==> src/rtl/regwin_pkg.sv <==
package regwin_pkg;
  localparam int unsigned PA_W    = 36;
  localparam int unsigned WIN_W   = 16;
  localparam int unsigned BASE_W  = PA_W - WIN_W;
  localparam int unsigned BUS_W   = 64;
  localparam int unsigned HALF_W  = BUS_W / 2;
  localparam logic [PA_W-1:0] DEF_BASE_PA = 36'hF_FF1F_0000;
  localparam logic [BASE_W-1:0] DEF_BASE  = DEF_BASE_PA[PA_W-1:WIN_W];

  typedef struct packed {
    logic       half_hi;
    logic [1:0] be;
    logic       err;
  } lane_ctl_t;
endpackage

==> src/rtl/regwin_remap.sv <==
module regwin_remap #(
  parameter int unsigned BASE_W = 20,
  parameter logic [BASE_W-1:0] RST_VAL = '0
) (
  input  logic              clk,
  input  logic              rst,
  input  logic              we,
  input  logic [BASE_W-1:0] wdata,
  output logic [BASE_W-1:0] base_q
);
  always_ff @(posedge clk) begin
    if (rst) base_q <= RST_VAL;
    else if (we) base_q <= wdata;
  end

  // a write lands on the following edge, not before
  a_r3_remap_update: assert property (@(posedge clk) disable iff (rst)
    we |=> (base_q == $past(wdata)));
  a_r2_remap_hold: assert property (@(posedge clk) disable iff (rst)
    !we |=> $stable(base_q));
endmodule

==> src/rtl/regwin_match.sv <==
module regwin_match #(
  parameter int unsigned BASE_W = 20,
  parameter int unsigned NBASE  = 2
) (
  input  logic                         valid,
  input  logic [BASE_W-1:0]            addr_hi,
  input  logic [NBASE-1:0][BASE_W-1:0] bases,
  output logic                         hit
);
  logic [NBASE-1:0] eq;

  for (genvar i = 0; i < NBASE; i++) begin : g_cmp
    assign eq[i] = (addr_hi == bases[i]);
  end

  assign hit = valid & (|eq);
endmodule

==> src/rtl/regwin_lane.sv <==
module regwin_lane
  import regwin_pkg::*;
#(
  parameter int unsigned DW = 64
) (
  input  logic          hit,
  input  logic          is64,
  input  logic          tgt_is64,
  input  logic          addr2,
  input  logic          big_endian,
  input  logic [DW-1:0] wdata_in,
  output lane_ctl_t     ctl,
  output logic [DW-1:0] wdata_out
);
  localparam int unsigned HW = DW / 2;

  logic misalign;
  logic size_bad;
  logic pick_hi;

  always_comb begin
    misalign = is64 & addr2;
    size_bad = is64 & ~tgt_is64;
    // big-endian: bit2 clear -> upper; little-endian: bit2 clear -> lower
    pick_hi  = ~is64 & tgt_is64 & (big_endian ^ addr2);
    ctl.err     = hit & (misalign | size_bad);
    ctl.half_hi = pick_hi;
    if (is64)         ctl.be = 2'b11;
    else if (pick_hi) ctl.be = 2'b10;
    else              ctl.be = 2'b01;
    if (is64) wdata_out = wdata_in;
    else      wdata_out = {wdata_in[HW-1:0], wdata_in[HW-1:0]};
  end
endmodule

==> src/rtl/regwin_rdpipe.sv <==
module regwin_rdpipe #(
  parameter int unsigned DW = 64
) (
  input  logic          clk,
  input  logic          rst,
  input  logic          rd_req,
  input  logic          kill,
  input  logic          full,
  input  logic          half_hi,
  input  logic [DW-1:0] raw,
  output logic          rd_valid,
  output logic [DW-1:0] rd_data
);
  localparam int unsigned HW = DW / 2;

  logic [DW-1:0] aligned;

  always_comb begin
    if (kill)         aligned = '0;
    else if (full)    aligned = raw;
    else if (half_hi) aligned = {{HW{1'b0}}, raw[DW-1:HW]};
    else              aligned = {{HW{1'b0}}, raw[HW-1:0]};
  end

  always_ff @(posedge clk) begin
    if (rst) begin
      rd_valid <= 1'b0;
      rd_data  <= '0;
    end else begin
      rd_valid <= rd_req;
      if (rd_req) rd_data <= aligned;
    end
  end

  // read answers arrive one clock after the request
  a_r9_read_latency: assert property (@(posedge clk) disable iff (rst)
    rd_req |=> rd_valid);
  // an erroring read returns zero
  a_r7_err_read_zero: assert property (@(posedge clk) disable iff (rst)
    (rd_req && kill) |=> (rd_data == '0));
  // a 32-bit read leaves the upper lanes clear
  a_r9_half_upper_zero: assert property (@(posedge clk) disable iff (rst)
    (rd_req && !full) |=> (rd_data[DW-1:HW] == '0));
endmodule

==> src/rtl/regwin_decoder.sv <==
module regwin_decoder
  import regwin_pkg::*;
(
  input  logic              clk,
  input  logic              rst,
  input  logic              req_valid,
  input  logic [PA_W-1:0]   req_addr,
  input  logic              req_is64,
  input  logic              req_write,
  input  logic [BUS_W-1:0]  req_wdata,
  input  logic              big_endian,
  input  logic              tgt_is64,
  input  logic [BUS_W-1:0]  reg_rdata,
  input  logic              remap_we,
  input  logic [BASE_W-1:0] remap_wdata,
  output logic              hit,
  output logic [WIN_W-1:0]  offset,
  output logic              half_hi,
  output logic              err,
  output logic              wr_en,
  output logic [1:0]        wr_be,
  output logic [BUS_W-1:0]  wr_data,
  output logic              rd_valid,
  output logic [BUS_W-1:0]  rd_data
);
  localparam int unsigned NBASE = 2;

  logic [BASE_W-1:0]            remap_q;
  logic [NBASE-1:0][BASE_W-1:0] base_set;
  lane_ctl_t                    ctl;

  regwin_remap #(.BASE_W(BASE_W), .RST_VAL(DEF_BASE)) u_remap (
    .clk(clk), .rst(rst), .we(remap_we), .wdata(remap_wdata), .base_q(remap_q)
  );

  assign base_set[0] = DEF_BASE;
  assign base_set[1] = remap_q;

  regwin_match #(.BASE_W(BASE_W), .NBASE(NBASE)) u_match (
    .valid(req_valid), .addr_hi(req_addr[PA_W-1:WIN_W]),
    .bases(base_set), .hit(hit)
  );

  regwin_lane #(.DW(BUS_W)) u_lane (
    .hit(hit), .is64(req_is64), .tgt_is64(tgt_is64), .addr2(req_addr[2]),
    .big_endian(big_endian), .wdata_in(req_wdata),
    .ctl(ctl), .wdata_out(wr_data)
  );

  assign offset  = req_addr[WIN_W-1:0];
  assign half_hi = ctl.half_hi;
  assign err     = ctl.err;
  assign wr_be   = ctl.be;
  assign wr_en   = hit & req_write & ~ctl.err;

  regwin_rdpipe #(.DW(BUS_W)) u_rd (
    .clk(clk), .rst(rst), .rd_req(hit & ~req_write), .kill(ctl.err),
    .full(req_is64), .half_hi(ctl.half_hi), .raw(reg_rdata),
    .rd_valid(rd_valid), .rd_data(rd_data)
  );

  // an illegal access never reaches the register file
  a_r7_err_blocks_write: assert property (@(posedge clk) disable iff (rst)
    err |-> !wr_en);
  // nothing is written outside the window
  a_r1_miss_no_write: assert property (@(posedge clk) disable iff (rst)
    !hit |-> !wr_en);
  a_r1_miss_no_read: assert property (@(posedge clk) disable iff (rst)
    !hit |=> !rd_valid);
  // a 32-bit write enables exactly one half
  a_r4_one_half: assert property (@(posedge clk) disable iff (rst)
    (wr_en && !req_is64) |-> $onehot0(wr_be) && (wr_be != 2'b00));
endmodule

==> config.mk <==
export PLATFORM = sky130hd
export DESIGN_NAME = regwin_decoder
export DESIGN_NICKNAME = d
export VERILOG_FILES = /design/src/rtl/regwin_pkg.sv /design/src/rtl/regwin_remap.sv /design/src/rtl/regwin_match.sv /design/src/rtl/regwin_lane.sv /design/src/rtl/regwin_rdpipe.sv /design/src/rtl/regwin_decoder.sv
export SDC_FILE = /design/constraint.sdc
export NUM_CORES = 1
export LEC_CHECK = 0
export CORE_AREA = 2 2 135 137
export DETAILED_ROUTE_END_ITERATION = 6
export DIE_AREA = 0 0 137 139
export PLACE_DENSITY = 0.66
export SYNTH_ARGS = -nofsm -noshare
export SYNTH_HDL_FRONTEND = slang
export SYNTH_SLANG_ARGS = --single-unit
==> constraint.sdc <==
create_clock -name clk -period 2.9 [get_ports clk]
set_clock_uncertainty 0.15 [all_clocks]
set_input_delay 0.58 -clock clk [delete_from_list [all_inputs] [get_ports clk]]
set_output_delay 0.58 -clock clk [all_outputs]
set_load 0.1 [all_outputs]
==> impl_metrics.ini, run 1 <==
[final_layout]
insertedDiodeCount = 0
seqCellArea_mm2 = 0.00170
area.growth.synth_to_final_pct = 83.3
drive_above_1_share = 0.337
multi_input_area_mm2 = 0.00278
fillCellCount = 1640
finalNetCount = 979
utilization = 0.519

[floorplan]
die_area_mm2 = 0.0190
core_mm2 = 0.0177
rows = 49
start_util = 0.283
design.portCount = 343
dieWidth_um = 137
die_h_um = 139

[grt]
grt_pass1_wl_um = 26300
grt_pass1_vias = 4734
grt_max_degree = 67
antenna_found_initial = 0
grtUsageTotal = 0.177
grt-ovfl-total = 0

[timing]
worstMarginPinSlew_ps = 508
fmax_ghz = 0.359
slew_viol_final = 0
max_slew_margin = 0.661
hold_ws_ps = 323
setup_viol = 0
finalCriticalPeriod_ps = 2790
worst_slack_ps = 114
finalHoldViolCount = 0
period_share = 0.961

[synthesis]
syn_area_mm2 = 0.00500
synth_warnings = 0
avgSynthCellArea_um2 = 9.75
yosysTopAreaCell = dfxtp_1
ys_top_cells_by_area = dfxtp_1 (34%), mux2_2 (14%), mux2i_1 (13%), nand2b_1 (8.3%), buf_4 (7.7%)
syn_nets = 705
synth.yosys.seq_area_share = 0.340
synth.top_cell.area_share = 0.340
ys_types = 28
syn_inst = 513
yosys_register_bits = 85

[run_status]
status = finished, final reports clean

[clocking]
ctsHtreeMaxLevel = 3
clk_latency_ps = 340
clk_pin_slew_ps = 60
cts.sinks = 85
cts_tree = done
cts-root-buf = clkbuf_16
cts_buffers = 9
clockBufferDepth = 2

[power_and_ir_drop]
p_leak_nw = 3.59
irDropWorstVdd_uv = 350
powerDensity_mw_per_mm2 = 407

[job]
maxCapViolCount = 0

[detailed_routing]
num_vias = 4519
first_pass_iters = 4
drc = 0
drt_iter0_markers = 94
post_drt_wl_per_cell_um = 17.1
post_drt_via_cell_ratio = 4.43
ant_nets = 0
drt-total-wl_um = 17400

[setup_path]
critical_path_class = in -> out
path_max_fanout = 4
cp.arrival_ps = 2060
start_kind = input pin
slowest_delay_ps = 280
path_delay_family = simple AND/OR/NAND/NOR gates
crit_path_top_delay_cell = o21a_4
required_ps = 2170
setup.worst_path.end_class = primary output
worstPathCellList = dlygate4sd2_1 > xor2_1 > nor4_2 > nand3_1 > o21a_4 > nor3_4 > buf_12
cp.buffers_inverters = 2

[place]
place_ws_ps = -294
hpwlAfterDp_um = 13500
gp_congestion = 0.818
io_buffers = 312

[min_path]
hold_path_class = reg -> reg
-- what timing repair did --
item,in CTS,in global routing
endpoints found under the hold margin,0,0
hold buffers,0,0
cloned,0,6
setup buffers,7,1
gates resized for setup,24,22
setup endpoints to repair,3,66
pin swaps,10,9
-- per-stage QoR --
stage	cell area, um^2	TNS, ps	instances	total power [W]
floorplan	5010	-726	513	0.00203
global placement	8580	-481	992	0.00250
detailed placement	8580	-728	992	0.00250
CTS	8970	0	1015	0.00377
global route	9170	-11.9	1021	0.00387
finish	9170	0	1021	0.00373
-- cells by family (layout without fill, tap and decap cells) --
| group | count (synthesis) | in the layout | synth area share |
|---|---|---|---|
| AOI/OAI and AO/OA | 20 | 20 | 0.0355 |
| DFF | 85 | 85 | 0.340 |
| buffers and inverters | 83 | 362 | 0.124 |
| xor gates and xnor gates | 21 | 21 | 0.0368 |
| and+or+nand+nor | 173 | 173 | 0.186 |
| muxes | 131 | 131 | 0.278 |
-- cells in the mapped netlist --
library cell,instances
nand3_1,2
clkbuf_1,18
nor2_1,4
nand2b_1,66
buf_4,51
nor4_1,4
dfxtp_1,85
nor2b_1,17
nor4bb_1,1
buf_2,2
and4b_1,1
buf_1,3
buf_12,7
nand3b_1,1
xor2_1,21
nor3b_2,1
o32ai_2,1
a21oi_1,1
nor3_1,3
a211o_1,17
nand4b_1,1
o21a_1,1
mux2_2,64
inv_1,2
mux2i_1,67
nor4_2,2
nand4_1,3
nand2_1,67
-- state kept, by name (all words and copies together) (netlist names) --
signal,count
u_remap.base_q,20
u_rd.rd_data,64
u_rd.rd_valid,1
-- power by group --
group | internal [W] | switching [W]
registers | 0.00119 | 0.0000167
clock network | 0.000780 | 0.000485
logic | 0.000566 | 0.000699
total | 0.00253 | 0.00120
-- layout by cell type (no fill, tap or decap), types with 4 or more instances in the layout --
| master | netlist | routed |
|---|---|---|
| mux2i_1 | 67 | 67 |
| buf_12 | 7 | 74 |
| nor4_2 | 2 | 5 |
| dlygate4sd2_1 | 0 | 12 |
| nand2_1 | 67 | 67 |
| buf_4 | 51 | 85 |
| clkbuf_2 | 0 | 4 |
| clkbuf_16 | 0 | 15 |
| dfxtp_1 | 85 | 85 |
| nand2b_1 | 66 | 66 |
| a211o_1 | 17 | 17 |
| mux2_2 | 64 | 64 |
| clkdlybuf4s50_1 | 0 | 154 |
| xor2_1 | 21 | 19 |
| nor2b_1 | 17 | 17 |
-- worst reg2reg max path, cell delays in order (launching register included) --
cell and delay [ps]:
dfxtp_1 330, xor2_1 170, nor4_2 300, nand3_1 170, buf_4 170, buf_4 120
buf_4 120, buf_4 120, buf_4 130, o32ai_4 180, buf_12 210, clkbuf_16 180
mux2i_1 190
-- final timing paths --
path	slack, ps	cells past startpoint	endpoint	from
min	320	2	u_rd.rd_data[17]	u_rd.rd_data[17]
max reg2reg	300	12	u_rd.rd_data[18]	u_remap.base_q[6]
min reg2reg	320	2	u_rd.rd_data[17]	u_rd.rd_data[17]
max	110	7	err	req_addr[32]
-- area by class of cell --
cell class	count	share of cell area
Clock inverter	5	0.00914
Multi-Input combinational cell	345	0.303
Timing Repair Buffer	344	0.444
Sequential cell	85	0.186
Inverter	2	0.000819
Clock buffer	11	0.0265
Tap cell	229	0.0312
-- per-layer routing --
layer  vias up  global-route usage  wire length [um]  part of all wire
li1       2229                   -                 -                 -
met5         -                   0                 0                 0
met2       152               0.294              8430              0.48
met1      2111               0.212              7300              0.42
met4         0              0.0510               304             0.017
met3        27              0.0669              1410             0.081
(Power assumes the default switching activity.)
==> inputs of run 2 (changes only) <==
--- a/config.mk
+++ b/config.mk
@@ -11,2 +11,3 @@
 export PLACE_DENSITY = 0.66
+export SLEW_MARGIN = 0
 export SYNTH_ARGS = -nofsm -noshare
--- a/constraint.sdc
+++ b/constraint.sdc
@@ -4,2 +4,2 @@
 set_output_delay 0.58 -clock clk [all_outputs]
-set_load 0.1 [all_outputs]
+set_load 0.02 [all_outputs]
==> run 2 against run 1 <==
  * Routed wire length is 4.9% lower
  * Clock power hardly changed
  * Hold slack worse by 3.6 ps
  * Combinational power is 45% lower
  * Sequential power hardly changed
  * Maximum frequency is 1.9% lower
  * Cell area is 9.0% lower
==> impl_metrics.ini, run 2 (same netlist as run 1, synthesis figures left out) <==
[run_status]
status = finished, final reports clean

[timing]
setup_viol = 0
finalHoldViolCount = 0
slew_viol_final = 0
hold_ws_ps = 320
finalCriticalPeriod_ps = 2840
fmax_ghz = 0.352
rsz0062_at_grt = no
worst_slack_ps = 60.5
period_share = 0.979
worstMarginPinSlew_ps = 501
max_slew_margin = 0.666

[power_and_ir_drop]
powerDensity_mw_per_mm2 = 376
report.power.total_w = 0.00314
p_leak_nw = 3.06
irDropWorstVdd_uv = 247

[final_layout]
reg_top3 = u_rd.rd_data x64, u_remap.base_q x20, u_rd.rd_valid x1
area.growth.synth_to_final_pct = 66.8
final_common_cell = clkdlybuf4s50_1
largest_reg_flops = 64
mostFrequentLayoutCells = clkdlybuf4s50_1 (253), dfxtp_1 (85), nand2_1 (67), mux2i_1 (67), nand2b_1 (66)
finalNetCount = 972
regMostFlops = u_rd.rd_data
drive_above_1_share = 0.145
insertedDiodeCount = 0
design_area_mm2 = 0.00834

[setup_path]
rr_endpoint = u_rd.rd_data[33]
timing.rr.start = u_remap.base_q[9]
cp.arrival_ps = 2110
rr_worst_depth = 8
start_kind = input pin
slowest_delay_ps = 470
path_delay_family = buffers and inverters
rrSetupSlack_ps = 680
setup.worst_path.end_class = primary output
critical_path_class = in -> out
crit_path_top_delay_cell = clkdlybuf4s50_1
cp.buffers_inverters = 4
worstPathCellList = clkdlybuf4s50_1 > buf_12 > nand3b_1 > buf_4 > nand2b_1 > clkdlybuf4s15_1
path_max_fanout = 28
required_ps = 2170

[clocking]
cts.sinks = 85
ctsHtreeMaxLevel = 3
clk_latency_ps = 340
clockBufferDepth = 2
postCtsHoldBufs = 0
cts-root-buf = clkbuf_16
clk_pin_slew_ps = 60
cts_buffers = 9
cts_tree = done

[detailed_routing]
drt_iter0_markers = 108
ant_nets = 0
post_drt_wl_per_cell_um = 16.4
num_vias = 4414
post_drt_via_cell_ratio = 4.36
drt-total-wl_um = 16600
first_pass_iters = 4
drc = 0

[place]
postPlaceCellArea_mm2 = 0.00804
place_ws_ps = -578
gp_congestion = 0.797
hpwlAfterDp_um = 12900
io_buffers = 312

[min_path]
hold_path_class = reg -> reg
hold_start = u_rd.rd_data[8]
min_to = u_rd.rd_data[8]
min_path_cells = 2

[grt]
grt-ovfl-total = 0
antenna_found_initial = 0
grtUsageTotal = 0.172
grt_pass1_wl_um = 25400
grt_max_degree = 52
grt_pass1_vias = 4530

[floorplan]
core_mm2 = 0.0177
die_h_um = 139
start_util = 0.283
die_area_mm2 = 0.0190
dieWidth_um = 137
design.portCount = 343
rows = 49

[job]
maxCapViolCount = 0
## run 2: cell count changes in the layout (fill, tap and decap cells not counted), moves of 6 or more
cell	before	now
clkbuf_16	15	9
clkdlybuf4s50_1	154	253
buf_4	85	21
dlygate4sd2_1	12	49
buf_12	74	5
## run 2: layout make-up
| type | instances | area [um^2] |
|---|---|---|
| multi-input combinational | 345 | 2720 |
| clock buffer | 11 | 243 |
| tap | 229 | 287 |
| fill | 1729 | 9310 |
| clock inverter | 4 | 72.6 |
| inverter | 2 | 7.51 |
| timing repair buffer | 337 | 3310 |
| sequential | 85 | 1700 |
## run 2: metal layers
layer	vias to the layer above	wire, um	global-route usage
met1	2026	7310	0.217
met5	-	0	0
met3	22	1490	0.0760
li1	2219	-	-
met2	147	7570	0.267
met4	0	214	0.0407
## run 2: tightest hold or removal path, stage by stage (launching register included)
cell and delay (ps):
dfxtp_1 310, nand2b_1 60, mux2i_1 60
## run 2: worst max path at each step
stage	to	cells past startpoint	startpoint	slack [ps]
5_1_grt	wr_be[1]	6	req_is64	8
3_3_place_gp	wr_en	7	req_addr[34]	-560
6_report	wr_be[1]	6	req_is64	60
4_1_cts	err	8	req_addr[30]	7
3_5_place_dp	wr_en	7	req_addr[34]	-580
2_1_floorplan	wr_en	5	req_addr[24]	360
## run 2: repair_timing
item | 4_1_cts | 5_1_grt
resized for setup | 66 | 6
pin swaps | 8 | 6
endpoints found under the setup margin | 38 | 3
setup buffers | 4 | 0
## run 2: where the power goes
part | leakage (nW) | switching [W] | internal (W) | total [W]
clock network | 0.152 | 0.000464 | 0.000772 | 0.00124
registers | 0.690 | 0.0000152 | 0.00119 | 0.00120
logic | 2.22 | 0.000283 | 0.000414 | 0.000697
## run 2: metrics by stage
stage | TNS (ps) | util | cells
finish | 0 | 0.473 | 1013
global placement | -3380 | 0.456 | 994
detailed placement | -3470 | 0.456 | 994
CTS | 0 | 0.472 | 1013
global route | 0 | 0.473 | 1013
floorplan | 0 | - | 513
==> inputs of run 3 (changes only) <==
- GPL_ROUTABILITY_DRIVEN: default -> 0
==> results of run 3 <==
Final layout, timing and power as in run 2 (identical DEF).
